$ cat config.mk
export PLATFORM = sky130hd
export DESIGN_NAME = async_tx
export DESIGN_NICKNAME = d
export VERILOG_FILES = /design/src/rtl/async_tx_pkg.sv /design/src/rtl/async_tx_ctrl.sv /design/src/rtl/async_tx_hold.sv /design/src/rtl/async_tx_frame.sv /design/src/rtl/async_tx_line.sv /design/src/rtl/async_tx.sv
export SDC_FILE = /design/constraint.sdc
export NUM_CORES = 1
export LEC_CHECK = 0
export ABC_AREA = 1
export BUFFER_PORTS_ARGS = -buffer_cell sky130_fd_sc_hd__buf_2
export CAP_MARGIN = 20
export CORE_MARGIN = 2
export CORE_UTILIZATION = 33
export CTS_BUF_LIST = sky130_fd_sc_hd__clkbuf_16
export CTS_CLUSTER_DIAMETER = 150
export CTS_CLUSTER_SIZE = 25
export DETAILED_ROUTE_END_ITERATION = 12
export GPL_TIMING_DRIVEN = 0
export PLACE_DENSITY = 0.62
export SYNTH_ARGS = -nofsm -noshare
export SYNTH_HDL_FRONTEND = slang
export SYNTH_SLANG_ARGS = --single-unit
$ cat constraint.sdc
create_clock -name clk_i -period 4.45 [get_ports clk_i]
set_clock_uncertainty 0.2 [all_clocks]
set_input_delay 0.6675 -clock clk_i [delete_from_list [all_inputs] [get_ports clk_i]]
set_output_delay 0.6675 -clock clk_i [all_outputs]
set_load 0.005 [all_outputs]
$ cat src/rtl/async_tx_pkg.sv
package async_tx_pkg;
  typedef enum logic [2:0] {
    PH_IDLE, PH_START, PH_DATA, PH_PARITY, PH_STOP
  } phase_e;

  typedef struct packed {
    logic       bank;
    logic       brk;
    logic       stick;
    logic       even;
    logic       par_en;
    logic       stop2;
    logic [1:0] len;
  } lcr_t;

  // xor over the active data bits only
  function automatic logic data_xor(logic [7:0] d, logic [1:0] len);
    logic r;
    r = 1'b0;
    for (int i = 0; i < 8; i++) begin
      if (i < 5 + int'(len)) r = r ^ d[i];
    end
    return r;
  endfunction

  function automatic logic parity_bit(logic [7:0] d, logic [1:0] len,
                                      logic even, logic stick);
    logic x;
    x = data_xor(d, len);
    if (stick) return ~even;
    return even ? x : ~x;
  endfunction
endpackage

$ cat src/rtl/async_tx_ctrl.sv
module async_tx_ctrl
  import async_tx_pkg::*;
(
  input  logic       clk_i,
  input  logic       rst_ni,
  input  logic       we_i,
  input  logic [7:0] wdata_i,
  output lcr_t       lcr_o
);
  lcr_t lcr_q;

  always_ff @(posedge clk_i or negedge rst_ni) begin
    if (!rst_ni)   lcr_q <= '0;
    else if (we_i) lcr_q <= lcr_t'(wdata_i);
  end

  assign lcr_o = lcr_q;
endmodule

$ cat src/rtl/async_tx_hold.sv
module async_tx_hold #(
  parameter int unsigned DATA_W = 8
) (
  input  logic              clk_i,
  input  logic              rst_ni,
  input  logic              load_i,
  input  logic [DATA_W-1:0] data_i,
  input  logic              take_i,
  output logic              full_o,
  output logic [DATA_W-1:0] data_o
);
  logic              full_q;
  logic [DATA_W-1:0] data_q;

  always_ff @(posedge clk_i or negedge rst_ni) begin
    if (!rst_ni) begin
      full_q <= 1'b0;
      data_q <= '0;
    end else if (load_i) begin
      full_q <= 1'b1;
      data_q <= data_i;
    end else if (take_i) begin
      full_q <= 1'b0;
    end
  end

  assign full_o = full_q;
  assign data_o = data_q;


  load_keeps_full_chk: assert property (@(posedge clk_i) disable iff (!rst_ni)
    load_i |=> full_o);

  take_empties_chk: assert property (@(posedge clk_i) disable iff (!rst_ni)
    (take_i && !load_i) |=> !full_o);
endmodule

$ cat src/rtl/async_tx_frame.sv
module async_tx_frame
  import async_tx_pkg::*;
#(
  parameter int unsigned TICKS_PER_BIT = 16
) (
  input  logic       clk_i,
  input  logic       rst_ni,
  input  logic       tick_i,
  input  logic       full_i,
  input  logic [7:0] data_i,
  input  logic [1:0] len_i,
  input  logic       stop2_i,
  input  logic       par_en_i,
  input  logic       even_i,
  input  logic       stick_i,
  output logic       take_o,
  output logic       busy_o,
  output logic       edge_o,
  output logic       line_o
);
  localparam int unsigned CNT_W = $clog2(2 * TICKS_PER_BIT);
  localparam logic [CNT_W-1:0] LIM_ONE  = CNT_W'(TICKS_PER_BIT - 1);
  localparam logic [CNT_W-1:0] LIM_HALF = CNT_W'(TICKS_PER_BIT + TICKS_PER_BIT / 2 - 1);
  localparam logic [CNT_W-1:0] LIM_TWO  = CNT_W'(2 * TICKS_PER_BIT - 1);

  phase_e           phase_q;
  logic [CNT_W-1:0] cnt_q;
  logic [CNT_W-1:0] stop_lim_q;
  logic [CNT_W-1:0] lim;
  logic [2:0]       idx_q;
  logic [2:0]       last_q;
  logic [7:0]       sh_q;
  logic             par_q;
  logic             pen_q;
  logic             busy;
  logic             start;
  logic             adv;

  assign busy  = (phase_q != PH_IDLE);
  assign start = !busy && full_i;
  assign lim   = (phase_q == PH_STOP) ? stop_lim_q : LIM_ONE;
  assign adv   = busy && tick_i && (cnt_q == lim);

  always_ff @(posedge clk_i or negedge rst_ni) begin
    if (!rst_ni) begin
      phase_q    <= PH_IDLE;
      cnt_q      <= '0;
      stop_lim_q <= LIM_ONE;
      idx_q      <= '0;
      last_q     <= '0;
      sh_q       <= '0;
      par_q      <= 1'b0;
      pen_q      <= 1'b0;
    end else if (start) begin
      phase_q    <= PH_START;
      cnt_q      <= '0;
      idx_q      <= '0;
      last_q     <= {1'b1, len_i};
      sh_q       <= data_i;
      pen_q      <= par_en_i;
      par_q      <= parity_bit(data_i, len_i, even_i, stick_i);
      stop_lim_q <= !stop2_i ? LIM_ONE : (len_i == 2'b00) ? LIM_HALF : LIM_TWO;
    end else if (busy && tick_i) begin
      if (!adv) begin
        cnt_q <= cnt_q + 1'b1;
      end else begin
        cnt_q <= '0;
        unique case (phase_q)
          PH_START: phase_q <= PH_DATA;
          PH_DATA: begin
            if (idx_q == last_q) begin
              phase_q <= pen_q ? PH_PARITY : PH_STOP;
            end else begin
              idx_q <= idx_q + 1'b1;
              sh_q  <= {1'b0, sh_q[7:1]};
            end
          end
          PH_PARITY: phase_q <= PH_STOP;
          default:   phase_q <= PH_IDLE;
        endcase
      end
    end
  end

  always_comb begin
    unique case (phase_q)
      PH_START:  line_o = 1'b0;
      PH_DATA:   line_o = sh_q[0];
      PH_PARITY: line_o = par_q;
      default:   line_o = 1'b1;
    endcase
  end

  assign take_o = start;
  assign busy_o = busy;
  assign edge_o = adv;


  start_needs_word_chk: assert property (@(posedge clk_i) disable iff (!rst_ni)
    $rose(busy_o) |-> $past(full_i));

  hold_without_tick_chk: assert property (@(posedge clk_i) disable iff (!rst_ni)
    (busy_o && !tick_i) |=> ($stable(phase_q) && $stable(cnt_q)));

  data_index_chk: assert property (@(posedge clk_i) disable iff (!rst_ni)
    (phase_q == PH_DATA) |-> (idx_q <= last_q));

  idle_stays_chk: assert property (@(posedge clk_i) disable iff (!rst_ni)
    (!busy_o && !full_i) |=> !busy_o);
endmodule

$ cat src/rtl/async_tx_line.sv
module async_tx_line (
  input  logic clk_i,
  input  logic rst_ni,
  input  logic brk_i,
  input  logic busy_i,
  input  logic edge_i,
  input  logic frame_line_i,
  output logic txd_o
);
  logic brk_hold_q;

  // break stays in force until the current bit ends
  always_ff @(posedge clk_i or negedge rst_ni) begin
    if (!rst_ni) brk_hold_q <= 1'b0;
    else         brk_hold_q <= brk_i | (brk_hold_q & busy_i & ~edge_i);
  end

  assign txd_o = ~(brk_i | brk_hold_q) & frame_line_i;


  hold_release_chk: assert property (@(posedge clk_i) disable iff (!rst_ni)
    (!brk_i && !busy_i) |=> !brk_hold_q);
endmodule

$ cat src/rtl/async_tx.sv
module async_tx
  import async_tx_pkg::*;
#(
  parameter int unsigned TICKS_PER_BIT = 16
) (
  input  logic       clk_i,
  input  logic       rst_ni,
  input  logic       lcr_we_i,
  input  logic [7:0] lcr_wdata_i,
  output logic [7:0] lcr_rdata_o,
  input  logic       thr_load_i,
  input  logic [7:0] thr_data_i,
  input  logic       tick_i,
  output logic       thr_empty_o,
  output logic       tx_busy_o,
  output logic       txd_o
);
  lcr_t       lcr;
  logic       full;
  logic [7:0] hold_data;
  logic       take;
  logic       busy;
  logic       bit_edge;
  logic       frame_line;

  async_tx_ctrl u_ctrl (
    .clk_i   (clk_i),
    .rst_ni  (rst_ni),
    .we_i    (lcr_we_i),
    .wdata_i (lcr_wdata_i),
    .lcr_o   (lcr)
  );

  async_tx_hold #(.DATA_W(8)) u_hold (
    .clk_i  (clk_i),
    .rst_ni (rst_ni),
    .load_i (thr_load_i),
    .data_i (thr_data_i),
    .take_i (take),
    .full_o (full),
    .data_o (hold_data)
  );

  async_tx_frame #(.TICKS_PER_BIT(TICKS_PER_BIT)) u_frame (
    .clk_i    (clk_i),
    .rst_ni   (rst_ni),
    .tick_i   (tick_i),
    .full_i   (full),
    .data_i   (hold_data),
    .len_i    (lcr.len),
    .stop2_i  (lcr.stop2),
    .par_en_i (lcr.par_en),
    .even_i   (lcr.even),
    .stick_i  (lcr.stick),
    .take_o   (take),
    .busy_o   (busy),
    .edge_o   (bit_edge),
    .line_o   (frame_line)
  );

  async_tx_line u_line (
    .clk_i        (clk_i),
    .rst_ni       (rst_ni),
    .brk_i        (lcr.brk),
    .busy_i       (busy),
    .edge_i       (bit_edge),
    .frame_line_i (frame_line),
    .txd_o        (txd_o)
  );

  assign lcr_rdata_o = lcr;
  assign thr_empty_o = !full;
  assign tx_busy_o   = busy;


  break_low_chk: assert property (@(posedge clk_i) disable iff (!rst_ni)
    lcr_rdata_o[6] |-> !txd_o);

  idle_high_chk: assert property (@(posedge clk_i) disable iff (!rst_ni)
    (!tx_busy_o && !lcr_rdata_o[6] && $past(!lcr_rdata_o[6])) |-> txd_o);
endmodule

==> results.py <==
metrics = {
    "cells_and_area": {
        "drive_gt1_share_pct": 20.07,
        "final_util_pct": 40.97,
        "n_fill_cell": 649,
        "insertedDiodeCount": 0,
        "nNetsFinal": 321,
        "syn2layout_area_growth_pct": 20.10,
    },
    "synth": {
        "synth_most_common_cell": "nand2_1",
        "syn_area_um2": 2166,
        "syn_area_per_cell_um2": 8.362,
        "synth_nets": 282,
        "yosysTopAreaCell": "dfrtp_1",
        "yosys-top-cells-area": "dfrtp_1 (50%), nand2_1 (11%), o21ai_0 (5.8%)",
        "netlist_top_cells_count": "nand2_1 (62), dfrtp_1 (43), inv_1 (31)",
        "synthArstFlopShare_pct": 100.0,
        "syn_inst": 259,
        "ys_warn_count": 0,
        "synth.distinct_cells": 33,
        "synth_top_area_share_pct": 49.68,
        "synth_seq_cells": 44,
        "synth_edf_count": 0,
        "synth_top_flop_cell": "dfrtp_1",
        "yosysSeqAreaShare_pct": 50.90,
    },
    "critical_path": {
        "r2r_slack_ps": 2410,
        "path_max_fanout": 8,
        "path_cells": "buf_2 > nor3_1 > a21oi_1 > a211oi_1 > buf_2",
        "rr_worst_depth": 10,
        "crit_cells": 5,
        "crit_end": "txd_o",
        "worstPathRequired_ps": 3580,
        "cpMostUsedCell": "buf_2",
        "reg2reg_to": "u_frame.phase_q[1]",
        "critPathKind": "reg -> out",
        "end_kind": "primary output",
        "r2r_start": "u_frame.phase_q[0]",
        "cp.buffers_inverters": 2,
        "crit_path_start": "u_frame.phase_q[2]",
        "critPathTopFamily": "compound AO/OA/AOI/OAI gates",
        "cpMaxStageDelayCell": "nor3_1",
        "arrival_ps": 1670,
        "startpoint_type": "flop",
        "max_stage_delay_ps": 360,
    },
    "flow_run": {
        "maxCapViolations": 0,
    },
    "route": {
        "wl_met2_um": 1989,
        "wire_per_inst_um": 11.43,
        "met3_wirelength_um": 144,
        "drc": 0,
        "vias": 1746,
        "wl_met1_um": 2134,
        "vias_per_cell": 4.644,
        "highest_layer": "met4",
        "wirelength_um": 4296,
        "first_pass_iters": 4,
        "drt_iter0_drc": 91,
        "ant_nets": 0,
    },
    "run_status": {
        "status": "finished clean",
    },
    "clock_network": {
        "root_buffer": "clkbuf_16",
        "worstSkewPairLatency_ps": 280,
        "tritoncts": "built",
        "h-tree-depth": 2,
        "numCtsBuffers": 5,
        "cts_setup_buffers": 0,
        "clk_path_buf_depth": 2,
        "holdBufCountCts": 0,
        "clock-sinks": 44,
        "clk_pin_slew_worst_paths_ps": 60,
        "cts.repair.resized": 0,
    },
    "grt": {
        "grt_remaining_overflow": 0,
        "antenna_found_initial": 0,
        "grt_start_max_net_pins": 45,
        "grt.total_usage_pct": 13.25,
        "grt_pass1_wl_um": 7679,
        "grt_pass1_vias": 1720,
    },
    "timing": {
        "fin_crit_sh_pct": 56.92,
        "hold_viol_final": 0,
        "relSlewSlack_pct": 69.94,
        "fin_setup_tns_ps": 0,
        "finalWorstSetupSlack_ps": 1917,
        "finalMaxSlewViolations": 0,
        "period_needed_ps": 2533,
        "rsz0062_at_grt": "no",
        "setup_viol": 0,
        "fmax_mhz": 394.8,
        "tightestPinTransition_ps": 450.9,
    },
    "power": {
        "ir_worst_vdd_mv": 0.2487,
        "powerDensity_nw_per_um2": 572.6,
        "p_leak_nw": 1.351,
    },
    "placed_design": {
        "hpwl_um": 3162,
        "port-buffer-count": 31,
        "place.gp.congestion": 0.7950,
        "pre_cts_ws_ps": 2227,
    },
    "floorplan": {
        "io_pins": 32,
        "placementRows": 29,
        "chipHeight_um": 85.02,
        "die-area_um2": 7228,
        "core-area_um2": 6350,
        "fp.dieW_um": 85.02,
        "start_util_pct": 34.11,
    },
    "worst_hold_path": {
        "min_path_type": "in -> async",
    },
}
metal layers:
layer  GRT usage, %  vias to the layer above
met1          17.50                      811
met2          21.38                       28
met5              0                        -
met4          3.608                        0
li1               -                      903
met3          3.794                        4
stage by stage:
step	power (W)	hold WS, ps	std cells	area (µm²)
6_report	0.001490	34.89	376	2601
5_1_grt	0.001618	37.54	376	2601
4_1_cts	0.001507	293.1	375	2581
3_5_place_dp	0.001087	282.0	367	2417
3_3_place_gp	0.001073	268.8	367	2417
2_1_floorplan	0.0009511	171.9	259	2166
layout by cell type (no fill, tap or decap), drive strengths merged, types with 2 or more instances in the layout:
cell type / instances
a21oi: 7
buf: 38
clkbuf: 10
dfrtp: 43
ha: 2
inv: 34
nand2: 65
nand3: 11
nand4: 4
nor2: 24
nor3: 15
o21ai: 26
o22ai: 2
xnor2: 4
xor2: 3
how the worst min path moves through the flow:
stage                    startpoint                to  slack [ps]  cells past startpoint
floorplan                    rst_ni   u_ctrl.lcr_o[0]         170                      0
global placement    u_frame.sh_q[7]   u_frame.sh_q[7]         270                      2
detailed placement  u_frame.sh_q[7]   u_frame.sh_q[7]         280                      2
CTS                 u_frame.sh_q[7]   u_frame.sh_q[7]         290                      2
global route                 rst_ni  u_frame.cnt_q[3]          40                      1
finish                       rst_ni  u_frame.cnt_q[3]          30                      1
sequential cells by signal (all words and copies together), names as in the netlist:
signal and count:
u_frame.last_q 3, u_frame.idx_q 3, u_ctrl.lcr_o 8, u_frame.stop_lim_q 2, u_hold.data_o 8, u_line.brk_hold_q 1
u_hold.full_o 1, u_frame.pen_q 1, u_frame.sh_q 8, u_frame.phase_q 3, u_frame.par_q 1, u_frame.cnt_q 5
cells by family (layout without fill, tap and decap cells):
kind of cell / after synthesis / in the layout / synth area share (%)
compound gates: 39 / 39 / 9.878
xor+xnor: 7 / 7 / 2.831
fa+ha+maj: 2 / 2 / 1.155
buf+inv: 44 / 84 / 8.550
flops: 44 / 44 / 50.90
mux: 1 / 1 / 0.5199
simple gates: 122 / 122 / 26.17
report_power, final:
part	internal [W]	switching [W]	leakage (nW)
combinational	0.000181	0.000306	0.734
clock	0.000262	0.000147	0.0850
sequential	0.000516	0.0000778	0.532
area by class of cell:
cell class                      count  area, µm²  area share [%]
Timing Repair Buffer               32      175.2           6.734
Tap cell                           77      96.34           3.704
Sequential cell                    44       1102           42.38
Inverter                           33      123.9           4.762
Buffer                             11      61.31           2.357
Multi-Input combinational cell    171      878.3           33.77
Clock inverter                      3      38.79           1.491
Clock buffer                        5      125.1           4.810
worst reg2reg max path, delay by kind of cell (launching register included):
family | cells | cell delay (ps)
AO/OA/AOI/OAI | 2 | 220
buffers and inverters | 1 | 40
flip-flops | 1 | 450
AND/OR/NAND/NOR | 7 | 1010
No activity file was read; power rests on OpenSTA's default activity.
